`src/rtl/uart_regbank.sv`:
```
module uart_regbank #(
  parameter logic [7:0] ENH_KEY = 8'hBF,
  parameter logic [7:0] SPR_RST = 8'hFF
) (
  input  logic       clk,
  input  logic       rst_n,
  input  logic [2:0] addr,
  input  logic       rd_en,
  input  logic       wr_en,
  input  logic [7:0] wdata,
  output logic [7:0] rdata,
  input  logic [7:0] rhr_i,
  input  logic [7:0] isr_i,
  input  logic [7:0] lsr_i,
  input  logic [7:0] msr_i,
  output logic       rhr_rd_o,
  output logic       thr_wr_o,
  output logic [7:0] ier_o,
  output logic [7:0] fcr_o,
  output logic [7:0] lcr_o,
  output logic [7:0] mcr_o,
  output logic [7:0] dll_o,
  output logic [7:0] dlm_o,
  output logic [7:0] efr_o,
  output logic [7:0] xon1_o,
  output logic [7:0] xon2_o,
  output logic [7:0] xoff1_o,
  output logic [7:0] xoff2_o,
  output logic [1:0] word_len_o,
  output logic       stop_bits_o,
  output logic       par_en_o,
  output logic       par_even_o,
  output logic       par_force_o,
  output logic       brk_o,
  output logic       auto_cts_o,
  output logic       auto_rts_o,
  output logic       spec_chr_o,
  output logic [3:0] swfc_mode_o
);

  localparam logic [7:0] IER_GATE = 8'hF0;
  localparam logic [7:0] FCR_GATE = 8'h30;
  localparam logic [7:0] MCR_GATE = 8'hE0;

  typedef enum logic [3:0] {
    S_HOLD, S_IER, S_IDFC, S_LCR, S_MCR, S_LSR, S_MSR, S_SPR,
    S_DLL, S_DLM, S_EFR, S_XON1, S_XON2, S_XOFF1, S_XOFF2
  } sel_t;

  logic [7:0] ier_q, fcr_q, lcr_q, mcr_q, spr_q, dll_q, dlm_q, efr_q;
  logic [7:0] xon1_q, xon2_q, xoff1_q, xoff2_q;
  sel_t sel;

  wire dlab      = lcr_q[7];
  wire key_open  = (lcr_q == ENH_KEY);
  wire gate_open = efr_q[4];

  always_comb begin
    case (addr)
      3'd0: sel = dlab ? S_DLL : S_HOLD;
      3'd1: sel = dlab ? S_DLM : S_IER;
      3'd2: sel = key_open ? S_EFR : S_IDFC;
      3'd3: sel = S_LCR;
      3'd4: sel = key_open ? S_XON1 : S_MCR;
      3'd5: sel = key_open ? S_XON2 : S_LSR;
      3'd6: sel = key_open ? S_XOFF1 : S_MSR;
      default: sel = key_open ? S_XOFF2 : S_SPR;
    endcase
  end

  logic [7:0] rd_mux;
  always_comb begin
    case (sel)
      S_HOLD:  rd_mux = rhr_i;
      S_IER:   rd_mux = ier_q;
      S_IDFC:  rd_mux = isr_i;
      S_LCR:   rd_mux = lcr_q;
      S_MCR:   rd_mux = mcr_q;
      S_LSR:   rd_mux = lsr_i;
      S_MSR:   rd_mux = msr_i;
      S_SPR:   rd_mux = spr_q;
      S_DLL:   rd_mux = dll_q;
      S_DLM:   rd_mux = dlm_q;
      S_EFR:   rd_mux = efr_q;
      S_XON1:  rd_mux = xon1_q;
      S_XON2:  rd_mux = xon2_q;
      S_XOFF1: rd_mux = xoff1_q;
      default: rd_mux = xoff2_q;
    endcase
  end

  assign rdata    = rd_en ? rd_mux : 8'h00;
  assign rhr_rd_o = rd_en && (sel == S_HOLD);
  assign thr_wr_o = wr_en && (sel == S_HOLD);

  function automatic logic [7:0] gated(input logic [7:0] old_v, input logic [7:0] new_v,
                                       input logic [7:0] mask, input logic open);
    return open ? new_v : ((old_v & mask) | (new_v & ~mask));
  endfunction

  always_ff @(posedge clk or negedge rst_n) begin
    if (!rst_n) begin
      ier_q   <= 8'h00;
      fcr_q   <= 8'h00;
      lcr_q   <= 8'h00;
      mcr_q   <= 8'h00;
      spr_q   <= SPR_RST;
      dll_q   <= 8'h00;
      dlm_q   <= 8'h00;
      efr_q   <= 8'h00;
      xon1_q  <= 8'h00;
      xon2_q  <= 8'h00;
      xoff1_q <= 8'h00;
      xoff2_q <= 8'h00;
    end else if (wr_en) begin
      case (sel)
        S_IER:   ier_q   <= gated(ier_q, wdata, IER_GATE, gate_open);
        S_IDFC:  fcr_q   <= gated(fcr_q, wdata, FCR_GATE, gate_open);
        S_LCR:   lcr_q   <= wdata;
        S_MCR:   mcr_q   <= gated(mcr_q, wdata, MCR_GATE, gate_open);
        S_SPR:   spr_q   <= wdata;
        S_DLL:   dll_q   <= wdata;
        S_DLM:   dlm_q   <= wdata;
        S_EFR:   efr_q   <= wdata;
        S_XON1:  xon1_q  <= wdata;
        S_XON2:  xon2_q  <= wdata;
        S_XOFF1: xoff1_q <= wdata;
        S_XOFF2: xoff2_q <= wdata;
        default: ;
      endcase
    end
  end

  assign ier_o   = ier_q;
  assign fcr_o   = fcr_q;
  assign lcr_o   = lcr_q;
  assign mcr_o   = mcr_q;
  assign dll_o   = dll_q;
  assign dlm_o   = dlm_q;
  assign efr_o   = efr_q;
  assign xon1_o  = xon1_q;
  assign xon2_o  = xon2_q;
  assign xoff1_o = xoff1_q;
  assign xoff2_o = xoff2_q;

  assign word_len_o  = lcr_q[1:0];
  assign stop_bits_o = lcr_q[2];
  assign par_en_o    = lcr_q[3];
  assign par_even_o  = lcr_q[4];
  assign par_force_o = lcr_q[5];
  assign brk_o       = lcr_q[6];

  assign auto_cts_o  = efr_q[7];
  assign auto_rts_o  = efr_q[6];
  assign spec_chr_o  = efr_q[5];
  assign swfc_mode_o = efr_q[3:0];

endmodule

```
`config.mk`:
```
export PLATFORM = sky130hd
export DESIGN_NAME = uart_regbank
export DESIGN_NICKNAME = d
export VERILOG_FILES = /design/src/rtl/uart_regbank.sv
export SDC_FILE = /design/constraint.sdc
export NUM_CORES = 1
export LEC_CHECK = 0
export BUFFER_PORTS_ARGS = -buffer_cell sky130_fd_sc_hd__buf_2
export CAP_MARGIN = 20
export CORE_MARGIN = 1
export CORE_UTILIZATION = 55
export DETAILED_ROUTE_END_ITERATION = 12
export GPL_TIMING_DRIVEN = 1
export PLACE_DENSITY_LB_ADDON = 0.12
export SETUP_SLACK_MARGIN = 0.02
export SYNTH_ARGS = -nofsm -noshare
export SYNTH_HDL_FRONTEND = slang
export SYNTH_SLANG_ARGS = --single-unit
```
`constraint.sdc`:
```
create_clock -name clk -period 4.5 [get_ports clk]
set_input_delay 0.45 -clock clk [delete_from_list [all_inputs] [get_ports clk]]
set_output_delay 0.45 -clock clk [all_outputs]
set_load 0.1 [all_outputs]
```
Word level (Yosys, flattened, before mapping):

Index checks and enable logic that the tools add are counted.

* add/sub/neg operators: 0
* multiply operators: 0
* div/mod/pow operators: 0
* magnitude comparators: 0
* eq/ne operators: 21
* shifts and indexed selects: 0
* muxes and demuxes: 13
* bitwise operators: 3
* reduce and logical (&&, ||, !) cells: 16

Operators by type and width (number)
* 8-bit case mux with 14 select lines: 1
* 8-bit 2-to-1 mux: 4
* 4-bit == test, second input constant: 7
* 4-bit 2-to-1 mux: 7
* 4-bit case mux with 7 select lines: 1
* 2-bit AND reduction: 12
* 4-bit by 3-bit == test with 1-bit output, second input constant: 4
* 3-bit == test, second input constant: 3
* 4-bit by 2-bit == test with 1-bit output, second input constant: 2
* 8-bit == test, second input constant: 1
* 6-bit by 8-bit OR with 8-bit output: 1
* 8-bit by 4-bit OR with 8-bit output: 1
* 8-bit by 5-bit OR with 8-bit output: 1
* 3-bit by 2-bit == test with 1-bit output, second input constant: 2
* 4-bit by 1-bit == test with 1-bit output, second input constant: 1
* 4-bit logical NOT: 1
* 3-bit by 1-bit == test with 1-bit output, second input constant: 1
* 3-bit logical NOT: 1
* 1-bit logical AND: 2

* register bits: 96
* latch bits: 0
* RAM bits: 0
* bits in read-only memories: 0
* bits of input ports: 47
* output and inout port bits: 112
* word-level logic and storage cells: 65
* memories: 0

Depth between registers and ports, before layout:

Gate-level depths: netlist of the first run.

* depth after elaboration: 6
* depth in mapped cells: 8
* mapped depth without buffers: 5

Least setup slack after synthesis of the first run:

No wires, ideal clock.

* kind: register -> output
* from: register lcr_q[7], in the netlist lcr_o[7]
* to: output rdata[4]
* data arrival time: 3.787 ns
* required time: 4.050 ns
* slack: 0.263 ns
* cell stages (with the launch flop): 9
* buffers on the path: 3
* path through: dfrtp_1 -> buf_4 -> nand4b_4 -> or2_1 -> buf_6 -> clkbuf_1 -> nor2_1 -> o21ai_0 -> a41oi_1

* word-level cells in the longest chain between the ends: 6
* elaborated cells on any way between the ends: 25
* classes of those cells: eq/ne: 14; mux: 10; reduce/logical: 1

Ends and longest elaborated chain
* start, declared: RTL line 50 `logic [7:0] ier_q, fcr_q, lcr_q, mcr_q, spr_q, dll_q, dlm_q, efr_q;`
* start signal, assigned: RTL line 119 `S_LCR: lcr_q <= wdata;`
* 8-bit == test: RTL line 55 `wire key_open = (lcr_q == ENH_KEY);`
* 4-bit 2-to-1 mux (on tied branches)
* 4-bit case mux with 7 select lines (*): RTL line 59 `case (addr)`
* 4-bit == test, or another cell as far along: RTL line 73 `case (sel)`
* 8-bit case mux with 14 select lines (*): RTL line 73
* 8-bit 2-to-1 mux (*): RTL line 92 `assign rdata = rd_en ? rd_mux : 8'h00;`
* end, declared: RTL line 11 `output logic [7:0] rdata,`

Every way passes the cells marked *; elsewhere a longest branch is shown, timed or not.

Worst setup path in the final report of the first run:

Same ends and word-level chain as after synthesis.

==> results of run 1 <==
==> cell type report <==
cell class / instances / area, µm²
repair buffers: 164 / 858
flip-flops and latches: 96 / 2410
clock inverters: 6 / 42.5
inverters: 2 / 7.51
well taps: 108 / 135
fillers: 709 / 2860
clock buffers: 10 / 128
multi-input cells: 259 / 2360
==> cell usage after synthesis (all sizes together) <==
master | count | area (µm²)
mux4 | 3 | 67.6
a21o | 1 | 7.51
o22ai | 1 | 6.26
a221oi | 9 | 78.8
nand3 | 11 | 55.1
mux2 | 104 | 1200
inv | 2 | 7.51
o221a | 3 | 33.8
buf | 30 | 209
nor2b | 9 | 56.3
nand4 | 2 | 12.5
and3 | 2 | 12.5
or2 | 3 | 18.8
o221ai | 5 | 43.8
a21oi | 4 | 20.0
o21ai | 13 | 65.1
a22o | 7 | 61.3
nand4b | 1 | 23.8
or3 | 3 | 18.8
nor4 | 2 | 27.5
a22oi | 9 | 67.6
o2bb2ai | 2 | 17.5
and2 | 5 | 31.3
mux2i | 19 | 190
dfstp | 8 | 210
nand2 | 15 | 56.3
a222oi | 2 | 20.0
o41ai | 1 | 8.76
a31oi | 3 | 18.8
nand2b | 3 | 18.8
dfrtp | 88 | 2200
nor3b | 1 | 12.5
clkbuf | 15 | 56.3
nor2 | 9 | 38.8
o21a | 3 | 22.5
nor3 | 3 | 37.5
a41oi | 1 | 8.76
==> sequential cells by signal, summed over array words and instances, names as in the netlist <==
register / flops
ier_o: 8
dll_o: 8
xon1_o: 8
mcr_o: 8
xoff2_o: 8
xoff1_o: 8
xon2_o: 8
lcr_o: 8
dlm_o: 8
efr_o: 8
spr_q: 8
fcr_o: 8
==> power groups by stage <==
stage,Clock (W),Combinational [W],Sequential (W)
2_1_floorplan,0,0.000436,0.00182
3_3_place_gp,0,0.00138,0.00109
3_5_place_dp,0,0.00139,0.00110
4_1_cts,0.000524,0.00139,0.00108
5_1_grt,0.000560,0.00142,0.00110
6_report,0.000514,0.00139,0.00108
==> metal layers <==
layer  vias to the layer above  routed length, µm  share of wire (%)
met5                         -                  0                  0
met4                         0                365                2.5
met3                        27                728                5.1
met2                       170               6730                 47
met1                      1974               6540                 46
li1                       1739                  -                  -
==> final timing paths <==
kind,startpoint,to,slack [ns],depth (start not counted)
max,lcr_o[7],rdata[4],1.09,6
min,rst_n,dll_o[3],0.04,1
max reg2reg,lcr_o[6],xon1_o[3],2.19,5
min reg2reg,fcr_o[7],fcr_o[7],0.51,1
max in group asynchronous,rst_n,dlm_o[4],3.33,2
min in group clk,fcr_o[7],fcr_o[7],0.51,1
==> logic make-up after synthesis <==
kind of cell,after synthesis,synth area share (%)
buf+inv,47,5.41
compound gates,64,9.52
mux,126,28.9
simple gates,69,8.33
flops,96,47.8
==> worst max-delay path, delay by kind of cell, from the launching register on <==
| kind | cells | cell delay (ns) |
|---|---|---|
| and+or+nand+nor | 1 | 0.87 |
| buffers and inverters | 2 | 0.68 |
| AOI/OAI and AO/OA | 3 | 0.63 |
| DFF | 1 | 0.42 |
==> metrics by stage <==
step	power, W	hold slack (ns)	std cells	setup WS (ns)
5_1_grt	0.00309	0.0702	645	0.945
6_report	0.00299	0.0391	645	1.09
4_1_cts	0.00300	0.0554	644	0.835
3_5_place_dp	0.00249	0.453	628	1.22
2_1_floorplan	0.00225	0.154	402	0.263
3_3_place_gp	0.00247	0.441	628	1.26
==> results.rst, run 1 <==
.. list-table::
   :header-rows: 1

   * - Metric
     - Value
   * - DRC marker count from the first detailed-route iteration
     - 210
   * - Maximum number of pins on one net before global-route repair
     - 58
   * - Number of buffers inserted for hold repair after clock tree synthesis
     - 0
   * - Layout cell share with drive strength beyond 1
     - 56.8%
   * - Antenna Violating Nets Remaining
     - 0
   * - Horizontal extent of the die
     - around 98 µm
   * - Total nets after synthesis
     - 449
   * - Slew at the pin with the worst max-slew slack
     - between 0.9 and 1 ns
   * - Router iterations before antenna repair
     - 10
   * - Number of max-cap violations
     - 0
   * - Final period util
     - 75.7%
   * - Post-DP Area
     - around 5700 µm²
   * - Met1 usage in global routing
     - 45.2%
   * - Vertical die dimension
     - roughly 98 µm
   * - Max-slew headroom at the worst pin
     - 33.6%
   * - Die Area
     - between 9000 and 10000 µm²
   * - Worst path slowest cell
     - sky130_fd_sc_hd__nor4_1
   * - CTS resizes
     - 0
   * - Clock root buffer
     - sky130_fd_sc_hd__clkbuf_8
   * - Leftover overflow at the end of global routing
     - 0
   * - Antenna violations before repair
     - 0
   * - Switching power of the nets
     - 0.00154 W
   * - Synth-to-Final Area Change
     - 17.8%
   * - Antenna diodes
     - 0
   * - Fin nets
     - 579
   * - Sequential share of power
     - 36.3%
   * - Proportion of synthesized chip area in sequential cells
     - 47.8%
   * - Overall via count from detail_route
     - 3910
   * - Port Buffers
     - around 160
   * - Arrival time of the worst setup path
     - 2.96 ns
   * - Post-Route Setup TNS
     - 0 ns
   * - Vias per Instance
     - roughly 6.1
   * - CP max stage delay
     - 0.87 ns
   * - Mean routed wirelength per cell
     - 22.3 µm
   * - Sort of element at the end of the critical path
     - primary output
   * - Pwr dens
     - 502 nW/µm²
   * - Clock group share of total power
     - 17.2%
   * - Wire length of the first global-routing pass
     - 22.3 mm
   * - Setup-violating endpoint count in the final report
     - 0
   * - Maximum buffer depth of the clock tree
     - 2
   * - Warnings, synthesis
     - 0
   * - Crit start category
     - flip-flop
   * - Final standard cell area without fillers
     - 5940 µm²
   * - Flops & latches, synth
     - 96
   * - Critical path, cell by cell
     - buf_4 -> nor4_1 -> a221oi_1 -> o21a_1 -> a41oi_1 -> buf_2
   * - Worst ir drop on vdd
     - 420 µV
   * - Commonest cells after routing, fill and taps aside
     - 157 x sky130_fd_sc_hd__buf_2, 96 x sky130_fd_sc_hd__mux2_2, 88 x sky130_fd_sc_hd__dfrtp_1
   * - Number of cells produced by synthesis
     - 402
   * - Total count of max-transition violations in the final report
     - 0
   * - Met3 usage in global routing
     - 4.58%
   * - Sinks on Clock Net
     - 96
   * - Total number of placement rows
     - 34
   * - Most common library cell in the layout ignoring fill and taps
     - sky130_fd_sc_hd__buf_2
   * - Number of primary I/O pins
     - 159
   * - Core outline area
     - 8810 µm²
   * - DRC violation count after routing
     - 20
   * - Setup clock skew after layout
     - around 0.013 ns
   * - Min cycle time layout
     - about 3.4 ns
   * - Count of different cell masters after synthesis
     - 45
   * - Routability congestion estimate from global placement
     - ~0.9
   * - Kind of critical path
     - reg -> out
   * - Initial standard-cell utilization of the core
     - a little under three fifths
   * - Post-CTS Repair Setup Buffers
     - 0
   * - Endpoint required time on the critical path
     - 4.05 ns
   * - Internal power summed over all cells
     - 0.00145 W
   * - Global-route layer with the greatest usage
     - met2
   * - Clock-pin transition on the worst setup and hold timing paths
     - 0.09 ns
   * - Hold/Removal Path Class
     - in -> async
   * - Worst skew pair latency
     - around 0.37 ns
   * - Largest fanout of any net on the critical path
     - 18
   * - Number of CTS-inserted buffers
     - 9
   * - Post-Synthesis Mean Instance Area
     - roughly 13 µm²
   * - Final Hold Viols
     - 0
   * - Relative contribution of combinational cells to total power
     - 46.5%
   * - Run status
     - finished with violations
   * - H-tree depth reported by CTS
     - 3
   * - Post-Route Utilization
     - 67.5%
   * - Via count of the first global-routing pass
     - 3941
   * - Setup repair after global routing missed its margin
     - no
   * - Fraction of met2 tracks used by global routing
     - 48.3%
   * - Clock tree from TritonCTS
     - yes
   * - Leakage power
     - 3.07 nW
   * - Wire length after detailed routing
     - 14.4 mm
   * - Switching Share
     - 51.6%
   * - Violated checks
     - DRC
   * - Sum of net half-perimeters after detailed placement
     - 10.4 mm
   * - Overall global routing resource usage
     - 31.3%
   * - Max Clk Rate
     - 294 MHz
   * - Combined area of all synthesized cells
     - 5040 µm²
(Power assumes the default switching activity.)
==> run 2: changes to the inputs <==
CORE_UTILIZATION = 47   (was 55)
clock period = 3.1 ns   (was 4.5 ns; I/O delays follow)
==> results.rst, run 2 (synthesis gave the netlist of run 1 again) <==
.. list-table::
   :header-rows: 1

   * - Metric
     - Value
   * - Leftover overflow at the end of global routing
     - 0 (unchanged)
   * - Arrival time of the worst setup path
     - 2.57 ns (was 2.96 ns)
   * - Minimum setup slack among reg-to-reg paths
     - 0.75 ns (was 2.19 ns)
   * - Setup-violating endpoint count in the final report
     - 0 (unchanged)
   * - Max-slew headroom at the worst pin
     - 49.0% (was 33.6%)
   * - Antenna Violating Nets Remaining
     - 0 (unchanged)
   * - CTS resizes
     - 1 (was 0)
   * - Wire length after detailed routing
     - 14.1 mm (was 14.4 mm)
   * - Total count of max-transition violations in the final report
     - 0 (unchanged)
   * - Antenna diodes
     - 0 (unchanged)
   * - Post-CTS Repair Setup Buffers
     - 0 (unchanged)
   * - Vertical die dimension
     - 106 µm (was 97.8 µm)
   * - Setup clock skew after layout
     - 0.00890 ns (was 0.0129 ns)
   * - Die Area
     - 11200 µm² (was 9560 µm²)
   * - Worst path slowest cell
     - sky130_fd_sc_hd__mux4_2 (was sky130_fd_sc_hd__nor4_1)
   * - Final hold slack
     - -0.0136 ns (was 0.0391 ns)
   * - Number of primary I/O pins
     - 159 (unchanged)
   * - Clock tree from TritonCTS
     - yes (unchanged)
   * - Setup repair after global routing missed its margin
     - no (unchanged)
   * - Number of CTS-inserted buffers
     - 9 (unchanged)
   * - Number of buffers inserted for hold repair after clock tree synthesis
     - 0 (unchanged)
   * - Worst Setup Slack post-DPL
     - 0.385 ns (was 1.22 ns)
   * - Kind of critical path
     - reg -> out (unchanged)
   * - Commonest cells after routing, fill and taps aside
     - 154 x sky130_fd_sc_hd__buf_2, 96 x sky130_fd_sc_hd__mux2_2, 87 x sky130_fd_sc_hd__dfrtp_1 (was 157 x sky130_fd_sc_hd__buf_2, 96 x sky130_fd_sc_hd__mux2_2, 88 x sky130_fd_sc_hd__dfrtp_1)
   * - Leakage power
     - 3.13 nW (was 3.07 nW)
   * - Largest fanout of any net on the critical path
     - 8 (was 18)
   * - Maximum number of pins on one net before global-route repair
     - 57 (was 58)
   * - Pwr dens
     - 744 nW/µm² (was 502 nW/µm²)
   * - DRC marker count from the first detailed-route iteration
     - 205 (was 210)
   * - Terminus of the critical flop-to-flop path
     - xon2_o[2] (was xon1_o[3])
   * - R2R depth
     - 5 (unchanged)
   * - Horizontal extent of the die
     - 106 µm (was 97.8 µm)
   * - Sort of element at the end of the critical path
     - primary output (unchanged)
   * - Layout cell share with drive strength beyond 1
     - 58.1% (was 56.8%)
   * - Final period util
     - 92.9%
   * - Slew at the pin with the worst max-slew slack
     - 0.761 ns (was 0.987 ns)
   * - H-tree depth reported by CTS
     - 3 (unchanged)
   * - Dominant delay contributor by cell family on the critical path
     - simple AND/OR/NAND/NOR gates (unchanged)
   * - Max Clk Rate
     - 347 MHz
   * - Clock-pin transition on the worst setup and hold timing paths
     - 0.09 ns (about the same)
   * - Mean routed wirelength per cell
     - 20.9 µm (was 22.3 µm)
   * - Routability congestion estimate from global placement
     - 0.831 (was 0.877)
   * - Violated checks
     - hold timing (was DRC)
   * - Port Buffers
     - 158 (unchanged)
   * - Fin nets
     - 583 (was 579)
   * - Initial standard-cell utilization of the core
     - 48.6% (was 57.3%)
   * - Router iterations before antenna repair
     - 4 (was 10)
   * - Core outline area
     - 10400 µm² (was 8810 µm²)
   * - Hold/Removal Path Class
     - in -> async (unchanged)
   * - Worst skew pair latency
     - 0.37 ns (about the same)
   * - Antenna violations before repair
     - 0 (unchanged)
   * - Overall via count from detail_route
     - 3875 (was 3910)
   * - Critical path, cell by cell
     - nand4_1 -> or2_4 -> mux4_2 -> a22oi_1 -> a31oi_4 -> buf_2 (was buf_4 -> nor4_1 -> a221oi_1 -> o21a_1 -> a41oi_1 -> buf_2)
   * - Total number of placement rows
     - 37 (was 34)
   * - Startpoint of the worst register-to-register path
     - lcr_o[3] (was lcr_o[6])
   * - Final WS setup
     - 0.220 ns (was 1.09 ns)
   * - Vias per Instance
     - 5.73 (was 6.06)
   * - Clock root buffer
     - sky130_fd_sc_hd__clkbuf_8 (unchanged)
   * - Sinks on Clock Net
     - 96 (unchanged)
   * - Most common library cell in the layout ignoring fill and taps
     - sky130_fd_sc_hd__buf_2 (unchanged)
   * - Overall global routing resource usage
     - 26.5% (was 31.3%)
   * - DRC violation count after routing
     - 0 (was 20)
   * - Total buffers and inverters traversed by the critical path
     - 1 (was 2)
   * - Run status
     - finished with violations (unchanged)
   * - CP max stage delay
     - 0.44 ns (was 0.87 ns)
   * - Crit start category
     - flip-flop (unchanged)
   * - Min cycle time layout
     - between 2 and 3 ns
   * - Sum of net half-perimeters after detailed placement
     - 10.4 mm (about the same)
   * - Worst ir drop on vdd
     - 580 µV (was 420 µV)
   * - Synth-to-Final Area Change
     - 22.2% (was 17.8%)
   * - Wire length of the first global-routing pass
     - 21.9 mm (was 22.3 mm)
   * - Post-Route Utilization
     - 59.4% (was 67.5%)
   * - Final Hold Viols
     - 12 (was 0)
   * - Endpoint required time on the critical path
     - 2.79 ns (was 4.05 ns)
   * - Via count of the first global-routing pass
     - 3869 (was 3941)
   * - Number of max-cap violations
     - 0 (unchanged)
   * - Maximum buffer depth of the clock tree
     - 2 (unchanged)
## run 2: changes by cell type in the layout (fill, tap and decap cells not counted), sizes merged
| cell | previous run | this run |
|---|---|---|
| clkbuf | 10 | 12 |
| inv | 4 | 2 |
| clkinvlp | 2 | 0 |
| clkinv | 2 | 0 |
| buf | 164 | 168 |
| bufinv | 0 | 3 |
## run 2: stage by stage
step	power [W]	cells	TNS (ns)	hold slack (ns)	area [µm²]
after floorplan	0.00328	402	-0.165	0.0144	5100
after global placement	0.00362	661	0	0.410	5920
after detailed placement	0.00363	661	0	0.406	5920
after CTS	0.00462	676	0	0.00116	6160
after global routing	0.00474	676	0	0.0388	6160
final	0.00459	676	0	-0.0136	6160
## run 2: layout make-up
type                            count  area, µm²
Clock buffer                       12        145
Clock inverter                      3       90.1
Timing Repair Buffer              168        917
Inverter                            2       7.51
Fill cell                         915       4210
Tap cell                          136        170
Multi-Input combinational cell    259       2420
Sequential cell                    96       2410
## run 2: layer usage
metal  vias to the layer above  track usage, %  wire length (µm)
met2                       156            40.7              6520
met5                         -               0                 0
met3                        28            3.46               841
met4                         0            11.1               333
li1                       1756               -                 -
met1                      1935            37.8              6440
## run 2: worst max path at each step
stage               startpoint       end  slack (ns)  depth (start not counted)
global route          lcr_o[2]  rdata[1]        0.06                          6
global placement      lcr_o[2]  rdata[6]        0.48                          7
detailed placement    lcr_o[2]  rdata[6]        0.38                          7
finish                lcr_o[3]  rdata[1]        0.22                          6
floorplan             lcr_o[1]  rdata[6]       -0.09                          4
CTS                   lcr_o[3]  rdata[1]        0.18                          6
## run 2: where the power goes
group          switching (W)  total [W]  internal [W]
Combinational        0.00165    0.00203      0.000388
Sequential          0.000136    0.00157       0.00144
Clock               0.000427   0.000981      0.000555
==> run 3: changes to the inputs <==
--- a/config.mk
+++ b/config.mk
@@ -9,5 +9,6 @@
 export CAP_MARGIN = 20
 export CORE_MARGIN = 1
-export CORE_UTILIZATION = 47
+export CORE_UTILIZATION = 25
+export CTS_BUF_LIST = sky130_fd_sc_hd__clkbuf_2
 export DETAILED_ROUTE_END_ITERATION = 12
 export GPL_TIMING_DRIVEN = 1
==> constraint.sdc (replaced) <==
create_clock -name clk -period 3.1 [get_ports clk]
set_input_delay 0.31 -clock clk [delete_from_list [all_inputs] [get_ports clk]]
set_output_delay 0.31 -clock clk [all_outputs]
set_load 0.01 [all_outputs]
==> results.rst, run 3 (synthesis gave the netlist of run 1 again) <==
.. list-table::
   :header-rows: 1

   * - Metric
     - Value
   * - Source of the worst hold timing path
     - wdata[0]
   * - Leakage power
     - 3.14 nW (was 3.13 nW)
   * - Cell depth of the worst hold path
     - 2
   * - Leftover overflow at the end of global routing
     - 0 (unchanged)
   * - Wire length after detailed routing
     - 17.8 mm (was 14.1 mm)
   * - Clock-pin transition on the worst setup and hold timing paths
     - 0.25 ns (was 0.09 ns)
   * - Setup-violating endpoint count in the final report
     - 0 (unchanged)
   * - Crit start category
     - flip-flop (unchanged)
   * - Most common library cell in the layout ignoring fill and taps
     - sky130_fd_sc_hd__buf_2 (unchanged)
   * - Router iterations before antenna repair
     - 5 (was 4)
   * - Fin nets
     - 597 (was 583)
   * - Overall via count from detail_route
     - 3972 (was 3875)
   * - Post-DP Area
     - 6020 µm² (was 5920 µm²)
   * - Mean routed wirelength per cell
     - 21.6 µm (was 20.9 µm)
   * - Fraction of met2 tracks used by global routing
     - 28.3% (was 40.7%)
   * - Run status
     - finished clean (was finished with violations)
   * - Startpoint of the worst register-to-register path
     - lcr_o[1] (was lcr_o[3])
   * - Number of primary I/O pins
     - 159 (unchanged)
   * - Vias per Instance
     - 4.84 (was 5.73)
   * - Minimum setup slack among reg-to-reg paths
     - 0.74 ns (was 0.75 ns)
   * - Sinks on Clock Net
     - 96 (unchanged)
   * - Number of fillers in the final layout
     - 2081 (was 915)
   * - Sort of element at the end of the critical path
     - primary output (unchanged)
   * - Clock root buffer
     - sky130_fd_sc_hd__clkbuf_2 (was sky130_fd_sc_hd__clkbuf_8)
   * - DRC marker count from the first detailed-route iteration
     - 282 (was 205)
   * - Antenna violations before repair
     - 1 (was 0)
   * - Pwr dens
     - 485 nW/µm² (was 744 nW/µm²)
   * - Largest fanout of any net on the critical path
     - 16 (was 8)
   * - Post-Route Setup TNS
     - 0 ns (unchanged)
   * - Endpoint required time on the critical path
     - 2.79 ns (about the same)
   * - Final standard cell area without fillers
     - 6220 µm² (was 6160 µm²)
   * - Clock tree from TritonCTS
     - yes (unchanged)
   * - Slew at the pin with the worst max-slew slack
     - 0.743 ns (was 0.761 ns)
   * - Arrival time of the worst setup path
     - 2.63 ns (was 2.57 ns)
   * - Antenna Violating Nets Remaining
     - 0 (unchanged)
   * - Final period util
     - 94.7% (was 92.9%)
   * - Worst ir drop on vdd
     - 168 µV (was 580 µV)
   * - Setup repair after global routing missed its margin
     - yes (was no)
   * - H-tree depth reported by CTS
     - 3 (unchanged)
   * - Maximum number of pins on one net before global-route repair
     - 54 (was 57)
   * - DRC violation count after routing
     - 0 (unchanged)
   * - Terminus of the critical flop-to-flop path
     - xon1_o[6] (was xon2_o[2])
   * - Post-Route Utilization
     - 31.7% (was 59.4%)
   * - Vertical die dimension
     - 144 µm (was 106 µm)
   * - Worst skew pair latency
     - 0.62 ns (was 0.37 ns)
   * - Met3 usage in global routing
     - 2.75% (was 3.46%)
   * - Overall global routing resource usage
     - 17.7% (was 26.5%)
   * - Max-slew headroom at the worst pin
     - 50.5% (was 49.0%)
   * - Number of max-cap violations
     - 0 (unchanged)
   * - Min cycle time layout
     - 2.94 ns (was 2.88 ns)
   * - Number of CTS-inserted buffers
     - 9 (unchanged)
   * - Met1 usage in global routing
     - 24.1% (was 37.8%)
   * - Overall Power
     - 0.00302 W (was 0.00459 W)
   * - Total count of max-transition violations in the final report
     - 0 (unchanged)
   * - Core outline area
     - 19600 µm² (was 10400 µm²)
   * - Synth-to-Final Area Change
     - 23.3% (was 22.2%)
   * - Maximum buffer depth of the clock tree
     - 2 (unchanged)
   * - Kind of critical path
     - reg -> out (unchanged)
   * - Routability congestion estimate from global placement
     - 0.756 (was 0.831)
   * - Setup clock skew after layout
     - 0.0270 ns (was 0.00890 ns)
   * - Max Clk Rate
     - 341 MHz (was 347 MHz)
   * - Hold/Removal Path Class
     - in -> reg (was in -> async)
   * - Port Buffers
     - 158 (unchanged)
   * - Die Area
     - 20800 µm² (was 11200 µm²)
   * - Total number of placement rows
     - 51 (was 37)
   * - Final Hold Viols
     - 0 (was 12)
   * - R2R depth
     - 5 (unchanged)
   * - Sum of net half-perimeters after detailed placement
     - 13.5 mm (was 10.4 mm)
   * - Via count of the first global-routing pass
     - 4048 (was 3869)
   * - Wire length of the first global-routing pass
     - 26.1 mm (was 21.9 mm)
   * - Commonest cells after routing, fill and taps aside
     - 157 x sky130_fd_sc_hd__buf_2, 96 x sky130_fd_sc_hd__mux2_2, 85 x sky130_fd_sc_hd__dfrtp_1 (was 154 x sky130_fd_sc_hd__buf_2, 96 x sky130_fd_sc_hd__mux2_2, 87 x sky130_fd_sc_hd__dfrtp_1)
   * - Horizontal extent of the die
     - 144 µm (was 106 µm)
   * - Global-route layer with the greatest usage
     - met2 (unchanged)
   * - Layout cell share with drive strength beyond 1
     - 59.1% (was 58.1%)
   * - Hold-critical path endpoint
     - xon1_o[0]
   * - Initial standard-cell utilization of the core
     - 25.8% (was 48.6%)
==> run 3: how the worst max path moves through the flow <==
| stage | slack, ns | to | from | cells after the start |
|---|---|---|---|---|
| after floorplan | 1.0 | rdata[4] | lcr_o[7] | 5 |
| after global routing | -0.008 | rdata[4] | lcr_o[7] | 7 |
| final | 0.16 | rdata[4] | lcr_o[1] | 7 |
| after CTS | 0.02 | rdata[4] | lcr_o[7] | 7 |
| after global placement | 0.59 | xon1_o[4] | lcr_o[2] | 5 |
| after detailed placement | 0.52 | xon2_o[6] | lcr_o[2] | 5 |
==> run 3: layout make-up <==
| cell class | instances | area, µm² | share of cell area [%] |
|---|---|---|---|
| Multi-Input combinational cell | 259 | 2380 | 38.3 |
| Clock inverter | 4 | 45.0 | 0.724 |
| Antenna cell | 1 | 2.50 | 0.0402 |
| Timing Repair Buffer | 182 | 976 | 15.7 |
| Clock buffer | 12 | 60.1 | 0.966 |
| Sequential cell | 96 | 2420 | 38.9 |
| Tap cell | 265 | 332 | 5.33 |
| Inverter | 2 | 7.51 | 0.121 |
==> run 3: critical path, stage by stage (launching register included) <==
cell and delay [ns]:
sky130_fd_sc_hd__dfrtp_1 0.44, sky130_fd_sc_hd__nand4_1 0.21, sky130_fd_sc_hd__or2_4 0.33, sky130_fd_sc_hd__buf_4 0.22, sky130_fd_sc_hd__and3_1 0.19, sky130_fd_sc_hd__o21ai_0 0.20, sky130_fd_sc_hd__a41oi_1 0.21, sky130_fd_sc_hd__buf_2 0.19
==> run 3: through the flow <==
| stage | cells | hold slack, ns | setup slack [ns] |
|---|---|---|---|
| final | 821 | 0.131 | 0.163 |
| after floorplan | 402 | 0.0144 | 0.999 |
| after CTS | 818 | 0.0872 | 0.0230 |
| after global placement | 796 | 0.394 | 0.586 |
| after detailed placement | 796 | 0.396 | 0.524 |
| after global routing | 821 | 0.0898 | -0.00792 |
==> run 3: what timing repair did <==
item	CTS	global route
endpoints found under the hold margin	46	0
resized for setup	4	3
buffers inserted	5	2
hold buffers	1	0
pin swaps	0	1
setup endpoints to repair	7	6
==> run 3: layer usage <==
metal	part of all wire, %	up-vias
li1	-	1791
met1	46	2042
met5	0	-
met2	48	125
met4	1.5	0
met3	4.7	14
==> run 3: where the power goes <==
part           switching [W]  internal, W  total (W)  leakage [nW]
sequential          0.000143      0.00144    0.00158          1.24
combinational       0.000423     0.000393   0.000816          1.83
clock               0.000428     0.000191   0.000619        0.0673
total               0.000993      0.00202    0.00302          3.14
